## src/rtl/dmairq_pkg.sv

```systemverilog
package dmairq_pkg;
  // Global register byte offsets
  localparam int OFF_NSTAT = 'h00;
  localparam int OFF_NMASK = 'h04;
  localparam int OFF_NEN   = 'h08;
  localparam int OFF_NDIS  = 'h0C;
  localparam int OFF_ESTAT = 'h10;
  localparam int OFF_EMASK = 'h14;
  localparam int OFF_EEN   = 'h18;
  localparam int OFF_EDIS  = 'h1C;
  localparam int OFF_GCMD  = 'h20;

  // Channel blocks: block index = addr >> CH_SHIFT, first channel at CH_BASE_BLK
  localparam int CH_SHIFT    = 6;
  localparam int CH_BASE_BLK = 4;

  // Offsets inside a channel block
  localparam int CH_CTRL   = 'h00;
  localparam int CH_START  = 'h04;
  localparam int CH_EXT    = 'h08;
  localparam int CH_STATUS = 'h0C;
  localparam int CH_SIZE   = 'h10;
  localparam int CH_ID     = 'h14;
endpackage

```

## src/rtl/irq_group.sv

```systemverilog
module irq_group #(
  parameter int            W        = 32,
  parameter logic [W-1:0]  MASK_RST = '1
) (
  input  logic         clk,
  input  logic         rst_n,
  input  logic [W-1:0] evt_i,
  input  logic         clr_we,
  input  logic         unmask_we,
  input  logic         mask_we,
  input  logic [W-1:0] wdata,
  output logic [W-1:0] stat_o,
  output logic [W-1:0] mask_o,
  output logic         pend_o
);
  logic [W-1:0] stat_q, stat_d;
  logic [W-1:0] mask_q, mask_d;
  logic         stat_en, mask_en;

  always_comb begin
    stat_en = clr_we | (|evt_i);
    stat_d  = stat_q;
    if (clr_we) stat_d = stat_d & ~wdata;
    // event is applied last so a coincident clear never loses it
    stat_d  = stat_d | evt_i;

    mask_en = unmask_we | mask_we;
    mask_d  = mask_q;
    if (unmask_we) mask_d = mask_q & ~wdata;
    if (mask_we)   mask_d = mask_q | wdata;
  end

  always_ff @(posedge clk or negedge rst_n) begin
    if (!rst_n) begin
      stat_q <= '0;
      mask_q <= MASK_RST;
    end else begin
      if (stat_en) stat_q <= stat_d;
      if (mask_en) mask_q <= mask_d;
    end
  end

  assign stat_o = stat_q;
  assign mask_o = mask_q;
  assign pend_o = |(stat_q & ~mask_q);
endmodule

```

## src/rtl/chan_cfg.sv

```systemverilog
module chan_cfg #(
  parameter int DATA_W = 32,
  parameter int CTRL_W = 30,
  parameter int EXT_W  = 16
) (
  input  logic              clk,
  input  logic              rst_n,
  input  logic              ctrl_we,
  input  logic              start_we,
  input  logic              ext_we,
  input  logic [DATA_W-1:0] wdata,
  output logic [CTRL_W-1:0] ctrl_o,
  output logic [DATA_W-1:0] start_o,
  output logic [EXT_W-1:0]  ext_o
);
  logic [CTRL_W-1:0] ctrl_q;
  logic [DATA_W-1:0] start_q;
  logic [EXT_W-1:0]  ext_q;

  always_ff @(posedge clk or negedge rst_n) begin
    if (!rst_n) begin
      ctrl_q  <= '0;
      start_q <= '0;
      ext_q   <= '0;
    end else begin
      if (ctrl_we)  ctrl_q  <= wdata[CTRL_W-1:0];
      if (start_we) start_q <= wdata;
      if (ext_we)   ext_q   <= wdata[EXT_W-1:0];
    end
  end

  assign ctrl_o  = ctrl_q;
  assign start_o = start_q;
  assign ext_o   = ext_q;
endmodule

```

## src/rtl/dma_irq_ctrl.sv

```systemverilog
module dma_irq_ctrl
  import dmairq_pkg::*;
#(
  parameter int               NCH       = 6,
  parameter int               ADDR_W    = 12,
  parameter int               DATA_W    = 32,
  parameter int               GCMD_W    = 12,
  parameter int               CTRL_W    = 30,
  parameter int               EXT_W     = 16,
  parameter logic [DATA_W-1:0] NMASK_RST = 32'h07FF_FFFF,
  parameter logic [DATA_W-1:0] EMASK_RST = 32'hFFFF_FFFF
) (
  input  logic              clk,
  input  logic              rst_n,
  input  logic [DATA_W-1:0] evt_norm_i,
  input  logic [DATA_W-1:0] evt_err_i,
  input  logic              reg_wr,
  input  logic [ADDR_W-1:0] reg_addr,
  input  logic [DATA_W-1:0] reg_wdata,
  output logic [DATA_W-1:0] reg_rdata,
  output logic [GCMD_W-1:0] gcmd_o,
  output logic              irq_o
);
  localparam int BLK_W = ADDR_W - CH_SHIFT;

  logic              aligned, wr_ok;
  logic [DATA_W-1:0] nstat_w, nmask_w, estat_w, emask_w;
  logic              npend_w, epend_w;
  logic [GCMD_W-1:0] gcmd_q, gcmd_d;
  logic              gcmd_en;
  logic              irq_q, irq_d;
  logic [BLK_W-1:0]  blk;
  logic [CH_SHIFT-1:0] sub;

  logic [CTRL_W-1:0] ch_ctrl  [NCH];
  logic [DATA_W-1:0] ch_start [NCH];
  logic [EXT_W-1:0]  ch_ext   [NCH];

  assign aligned = (reg_addr[1:0] == 2'b00);
  assign wr_ok   = reg_wr & aligned;
  assign blk     = reg_addr[ADDR_W-1:CH_SHIFT];
  assign sub     = reg_addr[CH_SHIFT-1:0];

  function automatic logic hit(input logic [ADDR_W-1:0] a, input int off);
    return a == ADDR_W'(off);
  endfunction

  irq_group #(.W(DATA_W), .MASK_RST(NMASK_RST)) u_norm (
    .clk(clk), .rst_n(rst_n), .evt_i(evt_norm_i),
    .clr_we(wr_ok & hit(reg_addr, OFF_NSTAT)),
    .unmask_we(wr_ok & hit(reg_addr, OFF_NEN)),
    .mask_we(wr_ok & hit(reg_addr, OFF_NDIS)),
    .wdata(reg_wdata), .stat_o(nstat_w), .mask_o(nmask_w), .pend_o(npend_w)
  );

  irq_group #(.W(DATA_W), .MASK_RST(EMASK_RST)) u_err (
    .clk(clk), .rst_n(rst_n), .evt_i(evt_err_i),
    .clr_we(wr_ok & hit(reg_addr, OFF_ESTAT)),
    .unmask_we(wr_ok & hit(reg_addr, OFF_EEN)),
    .mask_we(wr_ok & hit(reg_addr, OFF_EDIS)),
    .wdata(reg_wdata), .stat_o(estat_w), .mask_o(emask_w), .pend_o(epend_w)
  );

  for (genvar c = 0; c < NCH; c++) begin : g_ch
    logic sel;
    assign sel = wr_ok & (blk == BLK_W'(CH_BASE_BLK + c));
    chan_cfg #(.DATA_W(DATA_W), .CTRL_W(CTRL_W), .EXT_W(EXT_W)) u_cfg (
      .clk(clk), .rst_n(rst_n),
      .ctrl_we(sel & (sub == CH_SHIFT'(CH_CTRL))),
      .start_we(sel & (sub == CH_SHIFT'(CH_START))),
      .ext_we(sel & (sub == CH_SHIFT'(CH_EXT))),
      .wdata(reg_wdata),
      .ctrl_o(ch_ctrl[c]), .start_o(ch_start[c]), .ext_o(ch_ext[c])
    );
  end

  // Global command and interrupt: next-state
  always_comb begin
    gcmd_en = wr_ok & hit(reg_addr, OFF_GCMD);
    gcmd_d  = reg_wdata[GCMD_W-1:0];
    irq_d   = npend_w | epend_w;
  end

  always_ff @(posedge clk or negedge rst_n) begin
    if (!rst_n) begin
      gcmd_q <= '0;
      irq_q  <= 1'b0;
    end else begin
      if (gcmd_en) gcmd_q <= gcmd_d;
      irq_q <= irq_d;
    end
  end

  // Read mux; command, status/size/id and misaligned addresses read zero
  always_comb begin
    reg_rdata = '0;
    if (aligned) begin
      if (hit(reg_addr, OFF_NSTAT)) reg_rdata = nstat_w;
      if (hit(reg_addr, OFF_NMASK)) reg_rdata = nmask_w;
      if (hit(reg_addr, OFF_ESTAT)) reg_rdata = estat_w;
      if (hit(reg_addr, OFF_EMASK)) reg_rdata = emask_w;
      for (int c = 0; c < NCH; c++) begin
        if (blk == BLK_W'(CH_BASE_BLK + c)) begin
          if (sub == CH_SHIFT'(CH_CTRL))  reg_rdata = DATA_W'(ch_ctrl[c]);
          if (sub == CH_SHIFT'(CH_START)) reg_rdata = ch_start[c];
          if (sub == CH_SHIFT'(CH_EXT))   reg_rdata = DATA_W'(ch_ext[c]);
        end
      end
    end
  end

  assign gcmd_o = gcmd_q;
  assign irq_o  = irq_q;
endmodule

```

## config.mk

```make
export PLATFORM = sky130hd
export DESIGN_NAME = dma_irq_ctrl
export DESIGN_NICKNAME = d
export VERILOG_FILES = /design/src/rtl/dmairq_pkg.sv /design/src/rtl/irq_group.sv /design/src/rtl/chan_cfg.sv /design/src/rtl/dma_irq_ctrl.sv
export SDC_FILE = /design/constraint.sdc
export NUM_CORES = 1
export LEC_CHECK = 0
export ABC_AREA = 1
export BUFFER_PORTS_ARGS = -buffer_cell sky130_fd_sc_hd__buf_2
export CORE_ASPECT_RATIO = 1.25
export CORE_MARGIN = 3
export CORE_UTILIZATION = 45
export CTS_CLUSTER_SIZE = 28
export DETAILED_ROUTE_END_ITERATION = 6
export SLEW_MARGIN = 30
export SYNTH_ARGS = -nofsm -noshare
export SYNTH_HDL_FRONTEND = slang
export SYNTH_HIERARCHICAL = 1
export SYNTH_SLANG_ARGS = --single-unit
```

## constraint.sdc

```tcl
create_clock -name clk -period 3.92 [get_ports clk]
set_clock_uncertainty 0.05 [all_clocks]
set_input_delay 0.784 -clock clk [delete_from_list [all_inputs] [get_ports clk]]
set_output_delay 0.784 -clock clk [all_outputs]
set_load 0.02 [all_outputs]
```

==> flow_summary.toml <==
[status]
status = "finished, violations left"
violations = "setup timing"

[logic_synthesis]
seq_area_frac_synth = 0.469
syn_nets = 4601
synth_area_leader_cell = "dfrtp_1"
synth_edf_count = 0
synth_top_area_share = 0.421
synthArstFlopShare = 1.00
syn_inst = 4490
synth_cell_types = 54
synth.most_common_cell = "nand2_1"
syn_area_sq_um = 32700
avgSynthCellArea_sq_um = 7.28
yosys-top-cells-area = "dfrtp_1, nand2_1, dfstp_2, a21oi_1, nor2_1"
synth_ff_type = "dfrtp_1"
synth_warnings = 6
ys_ff_latch = 609
ys_top_cells_by_count = "nand2_1, dfrtp_1, nor2_1, a21oi_1, inv_1"

[global_routing]
track_usage = 0.284
grt_overflow = 0
grt_first_pass_wirelength_um = 170000
grt_max_degree = 86
antenna_found_initial = 3
first_global_vias = 30000

[routing]
routedWlPerCell_um = 18.4
first_pass_iters = 5
wl_um = 109000
vias = 30800
vias_per_cell = 5.21
drc = 0
first_iter_violations = 2242
ant_nets = 0

[timing]
setup_slack_ns = -1.04
setup_viol = 30
rsz0062_at_grt = "yes"
tightest_slew_ns = 0.878
max_slew_margin = 0.415
whs_ns = 0.178
drv_slew = 0
min_period_over_period = 1.27
hold_violations = 0
final.min_clock_period_ns = 4.96
fmaxAchievable_ghz = 0.202

[die]
start_util = 0.458
fp.dieH_um = 307
die_area_sq_um = 75900
die_w_um = 247
rows = 109
pin_count = 156
core_area_sq_um = 71300

[worst_setup_path]
setup.worst_path.start_class = "primary input"
crit_slowest_cell = "o21bai_1"
slowest_delay_ns = 0.22
reg2regPathDepth = 9
cp-end-kind = "output pin"
worst_ep_required_time_ns = 3.09
arrival_ns = 4.13
crit_top_cell = "nand2_1"
path_class = "primary input to output pin"
r2r-end = "irq_o"
path_max_fanout = 7
r2r_slack_ns = 2.12

[pwr]
p_leak_nw = 22.0
vdd_ir_drop_max_uv = 280
power_per_cell_area_nw_per_um2 = 338

[worst_hold_path]
min_path_type = "primary input to async pin"

[placed_design]
dp_cells = 5693
io_buffers = 155
post-dp-hpwl_um = 70800
gp_congestion = 0.879

[clock_network]
cts.sinks = 609
clkTransAtPathRegs_ns = 0.06
hold_buffers = 0
cts_tree = "yes"
insertion_delay_ns = 0.62
htreeDepth = 3
clockRootBuffer = "clkbuf_16"
numCtsBuffers = 69
clk_path_buf_depth = 3

[cells_and_area]
layout.cells.non_filler = 5918
postLayoutCoreUtil = 0.577
drive_gt1_frac = 0.241
insertedDiodeCount = 0
nets = 5031
area_growth_pct = 25.9

[job]
cap_violations = 0
-- worst max-delay path: cells and delay by family --
family	cells	cell delay [ns]
simple gates	16	1.33
buf+inv	10	1.16
compound gates	8	0.85
-- how the worst max path moves through the flow --
stage	startpoint	end	slack [ns]	cells past startpoint
after CTS	reg_addr[9]	reg_rdata[8]	-0.90	33
after global routing	reg_addr[2]	reg_rdata[8]	-1.35	37
after global placement	reg_addr[6]	reg_rdata[1]	-1.25	32
after floorplan	reg_addr[5]	reg_rdata[21]	-0.14	29
final	reg_addr[6]	reg_rdata[20]	-1.04	34
after detailed placement	reg_addr[6]	reg_rdata[1]	-1.24	32
-- routing by layer --
layer	global-route usage	share of wire	vias to the layer above
li1	-	-	15100
met1	0.390	0.44	14600
met2	0.469	0.48	918
met3	0.0320	0.051	189
met4	0.0945	0.032	0
met5	0	0	-
-- kinds of logic (layout without fill, tap and decap cells) --
kind of cell           Yosys count  after routing  share of synthesized area
AOI/OAI and AO/OA              698            698                      0.128
buffers and inverters          421            905                     0.0697
DFF                            609            609                      0.469
muxes                           12             12                    0.00414
and+or+nand+nor               2750           2751                      0.330
-- power by group --
group | total [mW] | internal [mW] | switching, mW
clock network | 6.89 | 4.13 | 2.76
registers | 6.31 | 6.30 | 0.00614
logic | 0.722 | 0.216 | 0.505
total | 13.9 | 10.6 | 3.27
-- cell usage in the layout, fill, tap and decap left out, types with 13 or more instances in the layout --
cell type  count
clkbuf_8      20
o21ai_2       35
a21o_1        62
inv_2         21
dfrtp_1      550
or2_2         31
o21ai_1       91
nand3_2       22
a21oi_4       15
o21ai_0       91
buf_2        113
a22o_1        66
buf_4        392
clkbuf_16     75
nand2_1     2163
nor2_4        13
inv_4         15
nor2_2        24
o211ai_1      29
buf_12        35
inv_1        122
nand2_2      113
nand3_1       48
a21oi_2       38
buf_6         54
a21oi_1      193
clkbuf_1      15
dfstp_2       59
nor2_1       275
-- metrics by stage --
stage | area, sq um | TNS [ns] | setup slack [ns] | power [mW]
detailed placement | 36400 | -30.69 | -1.24 | 7.08
floorplan | 32900 | -2.71 | -0.137 | 6.59
finish | 41200 | -26.61 | -1.04 | 13.9
CTS | 40100 | -23.88 | -0.905 | 14.0
global route | 41200 | -35.00 | -1.35 | 14.4
global placement | 36400 | -29.48 | -1.25 | 7.08
-- area by class of cell --
class | count | area (sq um)
inverters | 168 | 737
flip-flops and latches | 609 | 15300
multi-input cells | 3461 | 16400
well taps | 943 | 1180
clock inverters | 18 | 240
clock buffers | 108 | 2160
repair buffers | 610 | 5140
fillers | 6705 | 30200
repair inverters | 1 | 8.76
-- timing repair --
| action | in CTS | in global routing |
|---|---|---|
| gates resized for setup | 230 | 181 |
| gates cloned | 5 | 3 |
| buffers inserted | 50 | 45 |
| pin swaps | 84 | 179 |
| endpoints found under the setup margin | 32 | 32 |
Power figures use the tool's default switching activity.
